## src/rtl/rtc_alm_pkg.sv

```systemverilog
package rtc_alm_pkg;
    localparam int unsigned BYTE_W    = 8;
    localparam int unsigned FIELD_CNT = 3;

    // Pending-alarm state of the flag register
    typedef enum logic {
        FLAG_IDLE = 1'b0,
        FLAG_HELD = 1'b1
    } flag_state_e;
endpackage

```

## src/rtl/rtc_alm_field_cmp.sv

```systemverilog
module rtc_alm_field_cmp #(
    parameter int unsigned W = 8
) (
    input  logic [W-1:0] now_b,
    input  logic [W-1:0] alm_b,
    output logic         hit
);
    logic wild;

    // Top two bits set marks the don't-care range
    always_comb begin
        wild = &alm_b[W-1 -: 2];
        hit  = wild || (alm_b == now_b);
    end
endmodule

```

## src/rtl/rtc_alm_flag_fsm.sv

```systemverilog
module rtc_alm_flag_fsm
    import rtc_alm_pkg::*;
(
    input  logic clk,
    input  logic rst_n,
    input  logic upd_done,
    input  logic all_hit,
    input  logic flag_rd,
    output logic flag
);
    flag_state_e cur_st, nxt_st;
    logic        arm_ev;

    always_ff @(posedge clk or negedge rst_n) begin
        if (!rst_n) cur_st <= FLAG_IDLE;
        else        cur_st <= nxt_st;
    end

    always_comb begin
        arm_ev = upd_done && all_hit;
        nxt_st = cur_st;
        unique case (cur_st)
            FLAG_IDLE: if (arm_ev)             nxt_st = FLAG_HELD; // ARM
            FLAG_HELD: if (flag_rd && !arm_ev) nxt_st = FLAG_IDLE; // ACK
        endcase
    end

    always_comb begin
        unique case (cur_st)
            FLAG_IDLE: flag = 1'b0;
            FLAG_HELD: flag = 1'b1;
        endcase
    end


    hit_sets_flag_chk: assert property (@(posedge clk) disable iff (!rst_n)
        (upd_done && all_hit) |=> flag);

    read_clears_chk: assert property (@(posedge clk) disable iff (!rst_n)
        (flag_rd && !upd_done) |=> !flag);

    rise_needs_update_chk: assert property (@(posedge clk) disable iff (!rst_n)
        $rose(flag) |-> $past(upd_done && all_hit));

    flag_sticky_chk: assert property (@(posedge clk) disable iff (!rst_n)
        (flag && !flag_rd) |=> flag);
endmodule

```

## src/rtl/rtc_alm_irq_gate.sv

```systemverilog
module rtc_alm_irq_gate (
    input  logic flag,
    input  logic ie,
    output logic irq
);
    always_comb irq = flag && ie;
endmodule

```

## src/rtl/rtc_alarm_match.sv

```systemverilog
module rtc_alarm_match
    import rtc_alm_pkg::*;
(
    input  logic              clk,
    input  logic              rst_n,
    input  logic              upd_done,
    input  logic [BYTE_W-1:0] sec_now,
    input  logic [BYTE_W-1:0] min_now,
    input  logic [BYTE_W-1:0] hr_now,
    input  logic [BYTE_W-1:0] sec_alarm,
    input  logic [BYTE_W-1:0] min_alarm,
    input  logic [BYTE_W-1:0] hr_alarm,
    input  logic              alm_ie,
    input  logic              flag_rd,
    output logic              alm_flag,
    output logic              alm_irq
);
    logic [BYTE_W-1:0]    now_arr [FIELD_CNT];
    logic [BYTE_W-1:0]    alm_arr [FIELD_CNT];
    logic [FIELD_CNT-1:0] fld_hit;
    logic                 all_hit;

    always_comb begin
        now_arr[0] = sec_now;   alm_arr[0] = sec_alarm;
        now_arr[1] = min_now;   alm_arr[1] = min_alarm;
        now_arr[2] = hr_now;    alm_arr[2] = hr_alarm;
        all_hit    = &fld_hit;
    end

    for (genvar f = 0; f < FIELD_CNT; f++) begin : g_field
        rtc_alm_field_cmp #(.W(BYTE_W)) cmp_i (
            .now_b (now_arr[f]),
            .alm_b (alm_arr[f]),
            .hit   (fld_hit[f])
        );
    end

    rtc_alm_flag_fsm fsm_i (
        .clk      (clk),
        .rst_n    (rst_n),
        .upd_done (upd_done),
        .all_hit  (all_hit),
        .flag_rd  (flag_rd),
        .flag     (alm_flag)
    );

    rtc_alm_irq_gate gate_i (
        .flag (alm_flag),
        .ie   (alm_ie),
        .irq  (alm_irq)
    );


    wild_sec_chk: assert property (@(posedge clk) disable iff (!rst_n)
        (&sec_alarm[7:6]) |-> fld_hit[0]);

    wild_hr_chk: assert property (@(posedge clk) disable iff (!rst_n)
        (&hr_alarm[7:6]) |-> fld_hit[2]);

    exact_min_chk: assert property (@(posedge clk) disable iff (!rst_n)
        (!(&min_alarm[7:6]) && (min_alarm != min_now)) |-> !all_hit);
endmodule

```

## config.mk

```make
export PLATFORM = sky130hd
export DESIGN_NAME = rtc_alarm_match
export DESIGN_NICKNAME = d
export VERILOG_FILES = /design/src/rtl/rtc_alm_pkg.sv /design/src/rtl/rtc_alm_field_cmp.sv /design/src/rtl/rtc_alm_flag_fsm.sv /design/src/rtl/rtc_alm_irq_gate.sv /design/src/rtl/rtc_alarm_match.sv
export SDC_FILE = /design/constraint.sdc
export NUM_CORES = 1
export LEC_CHECK = 0
export BUFFER_PORTS_ARGS = -buffer_cell sky130_fd_sc_hd__buf_2
export CORE_AREA = 5 5 42 44
export DETAILED_ROUTE_END_ITERATION = 16
export DIE_AREA = 0 0 47 49
export GPL_TIMING_DRIVEN = 0
export PLACE_DENSITY_LB_ADDON = 0.1
export SYNTH_ARGS = -nofsm -noshare
export SYNTH_HDL_FRONTEND = slang
export SYNTH_SLANG_ARGS = --single-unit
export TNS_END_PERCENT = 5
```

## constraint.sdc

```tcl
create_clock -name clk -period 0.8 [get_ports clk]
set_clock_uncertainty 0.05 [all_clocks]
set_input_delay 0.08 -clock clk [delete_from_list [all_inputs] [get_ports clk]]
set_output_delay 0.08 -clock clk [all_outputs]
set_load 0.02 [all_outputs]
```

==> impl_metrics.csv <==
group,metric,value,unit
yosys,syn_nets,91,
critical_path,crit_buf_inv,1,
pwr,p_sw,0.107,mW
critical_path,critical_path_required,0.64,ns
critical_path,slowest_delay,0.31,ns
layout,top_register,"fsm_i.cur_st",
clocking,clkLatencyLatePin,0,ns
layout,n_fill_cell,143,
timing,slew_viol_final,0,
die,start_util,23.4,%
placed_design,io_buffer_count,54,
layout,drive_gt1_share,61.3,%
yosys,synth_top_area_share,64.1,%
timing,tightestPinTransition,0.272,ns
layout,final_cell_area,659,um^2
critical_path,cp_top_family,"compound AO/OA/AOI/OAI gates",
global_route,grt_max_degree,4,
critical_path,critPathKind,"input port to flop",
outcome,outcome,"finished, violations left",
yosys,avgSynthCellArea,8.63,um^2
timing,hold_slack,0.303,ns
yosys,ys_seq_area_share,7.63,%
global_route,grt.overflow.total,0,
global_route,grt_usage,8.36,%
timing,finalHoldViolCount,0,
die,die_y,49,um
pwr,peakVddDrop,0.173,mV
pwr,switching_share,33.0,%
critical_path,worstSetupStartpointType,"input port",
layout,top_regs,"fsm_i.cur_st x1",
routing,drc,0,
routing,first_iter_violations,3,
timing,grt_setup_unrepaired,"yes",
die,num_rows,14,
pwr,comb_power_share,83.8,%
pwr,p_int,0.218,mW
timing,period_needed,1.21,ns
yosys,yosysWarningCount,0,
outcome,violations,"setup timing",
layout,largest_reg_flops,1,
timing,finalCritPeriodShare,151,%
critical_path,slowest_stage,"o41ai_2",
clocking,cts_setup_buffers,0,
pwr,seq_power_share,16.2,%
global_route,grt_antenna_before_repair,0,
pwr,p_leak,0.368,nW
clocking,clk_pin_slew,0,ns
routing,wl_per_cell,9.92,um
routing,routed_wl,1080,um
routing,drtAntennaViolNets,0,
timing,finalSetupViolCount,1,
layout,synthToLayoutAreaGrowth,101,%
die,io_pins,55,
timing,clock.fmax,825,MHz
layout,antennaDiodeCount,0,
yosys,synthesis.area,328,um^2
timing,fin_ws,-0.411,ns
run,maxCapViolations,0,
die,fp.dieW,47,um
timing,max-slew-margin-rel,81.7,%
die,coreArea,1400,um^2
routing,dr.pass1.iters,2,
layout,nets,148,
pwr,powerDensity,493,nW/um^2
critical_path,critPathCaptureType,"flop",
yosys,netlist_top_cells_area,"xor2_1 (64%), nor4_1 (11%), dfrtp_1 (7.6%)",
yosys,synth_area_leader_cell,"xor2_1",
global_route,grt_pass1_wl,1560,um
critical_path,arrival,1.05,ns
yosys,synth_seq_cells,1,
routing,viasPerCell,4.09,
yosys,syn_inst,38,
timing,setup-tns-final,-0.411,ns
pwr,p_clk_share,0,%
placed_design,dp_slack,-0.423,ns
yosys,synth_cell_types,8,
min_path,min_path_type,"input port to flop",
placed_design,dp.final_hpwl,1010,um
global_route,grt_pass1_vias,419,
placed_design,place_area,618,um^2
placed_design,gp_congestion,0.687,
critical_path,path_cells,"buf_2 > xor2_1 > nor4_1 > a22oi_1 > o41ai_2",
routing,via_count,446,
critical_path,crit_fanout,1,
die,dieArea,2300,um^2
routing by layer:
| layer | share of wire, % | track usage [%] | up-vias | wire (um) |
|---|---|---|---|---|
| met5 | 0 | 0 | - | 0 |
| met1 | 35 | 10.0 | 167 | 377 |
| met3 | 22 | 2.21 | 0 | 235 |
| met2 | 43 | 15.2 | 35 | 468 |
| li1 | - | - | 244 | - |
| met4 | 0 | 0 | 0 | 0 |
worst paths after layout:
| kind | startpoint | to | slack, ns | cells after the start |
|---|---|---|---|---|
| setup / recovery | min_now[0] | fsm_i.cur_st | -0.41 | 5 |
| hold / removal | upd_done | fsm_i.cur_st | 0.30 | 3 |
| setup reg to reg | fsm_i.cur_st | fsm_i.cur_st | 0.09 | 2 |
| hold reg to reg | fsm_i.cur_st | fsm_i.cur_st | 0.46 | 2 |
| max in group asynchronous | rst_n | fsm_i.cur_st | 0.25 | 2 |
| min in group asynchronous | rst_n | fsm_i.cur_st | 0.36 | 2 |
power groups by stage:
stage	Clock, mW	Sequential (mW)	Combinational (mW)
finish	0	0.0526	0.272
global route	0	0.0527	0.304
CTS	0	0.0526	0.264
detailed placement	0	0.0526	0.252
global placement	0	0.0526	0.250
floorplan	0	0.0535	0.0964
cell families (layout without fill, tap and decap cells):
logic type	after synthesis	count (layout)	share of synthesized area [%]
compound gates	4	4	11.8
buf+inv	1	56	1.14
flops	1	1	7.63
simple gates	8	8	15.3
xor+xnor	24	24	64.1
layout by cell type (no fill, tap or decap), drive strengths merged:
cell,synthesis,routed
o41ai,1,1
nand2b,1,1
dfrtp,1,1
dlygate4sd3,0,1
nor4,6,6
xor2,24,24
buf,0,54
inv,1,1
and2,1,1
a22oi,3,3
timing repair:
action                     CTS  global route
hold endpoints to repair     1             0
gates resized for setup      2             3
hold buffers                 1             0
setup endpoints to repair    1             1
pin swaps                    6             3
cells in the mapped netlist:
cell type	n
and2_1	1
xor2_1	24
nand2b_1	1
nor4_1	6
inv_1	1
a22oi_1	3
dfrtp_1	1
o41ai_2	1
tightest hold or removal path, stage by stage:
cell and delay (ns):
buf_2 0.10, inv_1 0.05, o41ai_2 0.07
stage by stage:
step | utilization, % | total power [mW] | std cells
5_1_grt | 47.1 | 0.357 | 109
2_1_floorplan | - | 0.150 | 38
4_1_cts | 45.7 | 0.316 | 109
6_report | 47.1 | 0.325 | 109
3_5_place_dp | 44.1 | 0.305 | 108
3_3_place_gp | 44.1 | 0.303 | 108
cell type report:
type	instances	area, um^2	area share, %
well taps	16	20.0	3.04
inverters	1	3.75	0.569
flip-flops and latches	1	25.0	3.80
multi-input cells	36	312	47.2
repair buffers	55	299	45.4
(Power assumes the default switching activity.)
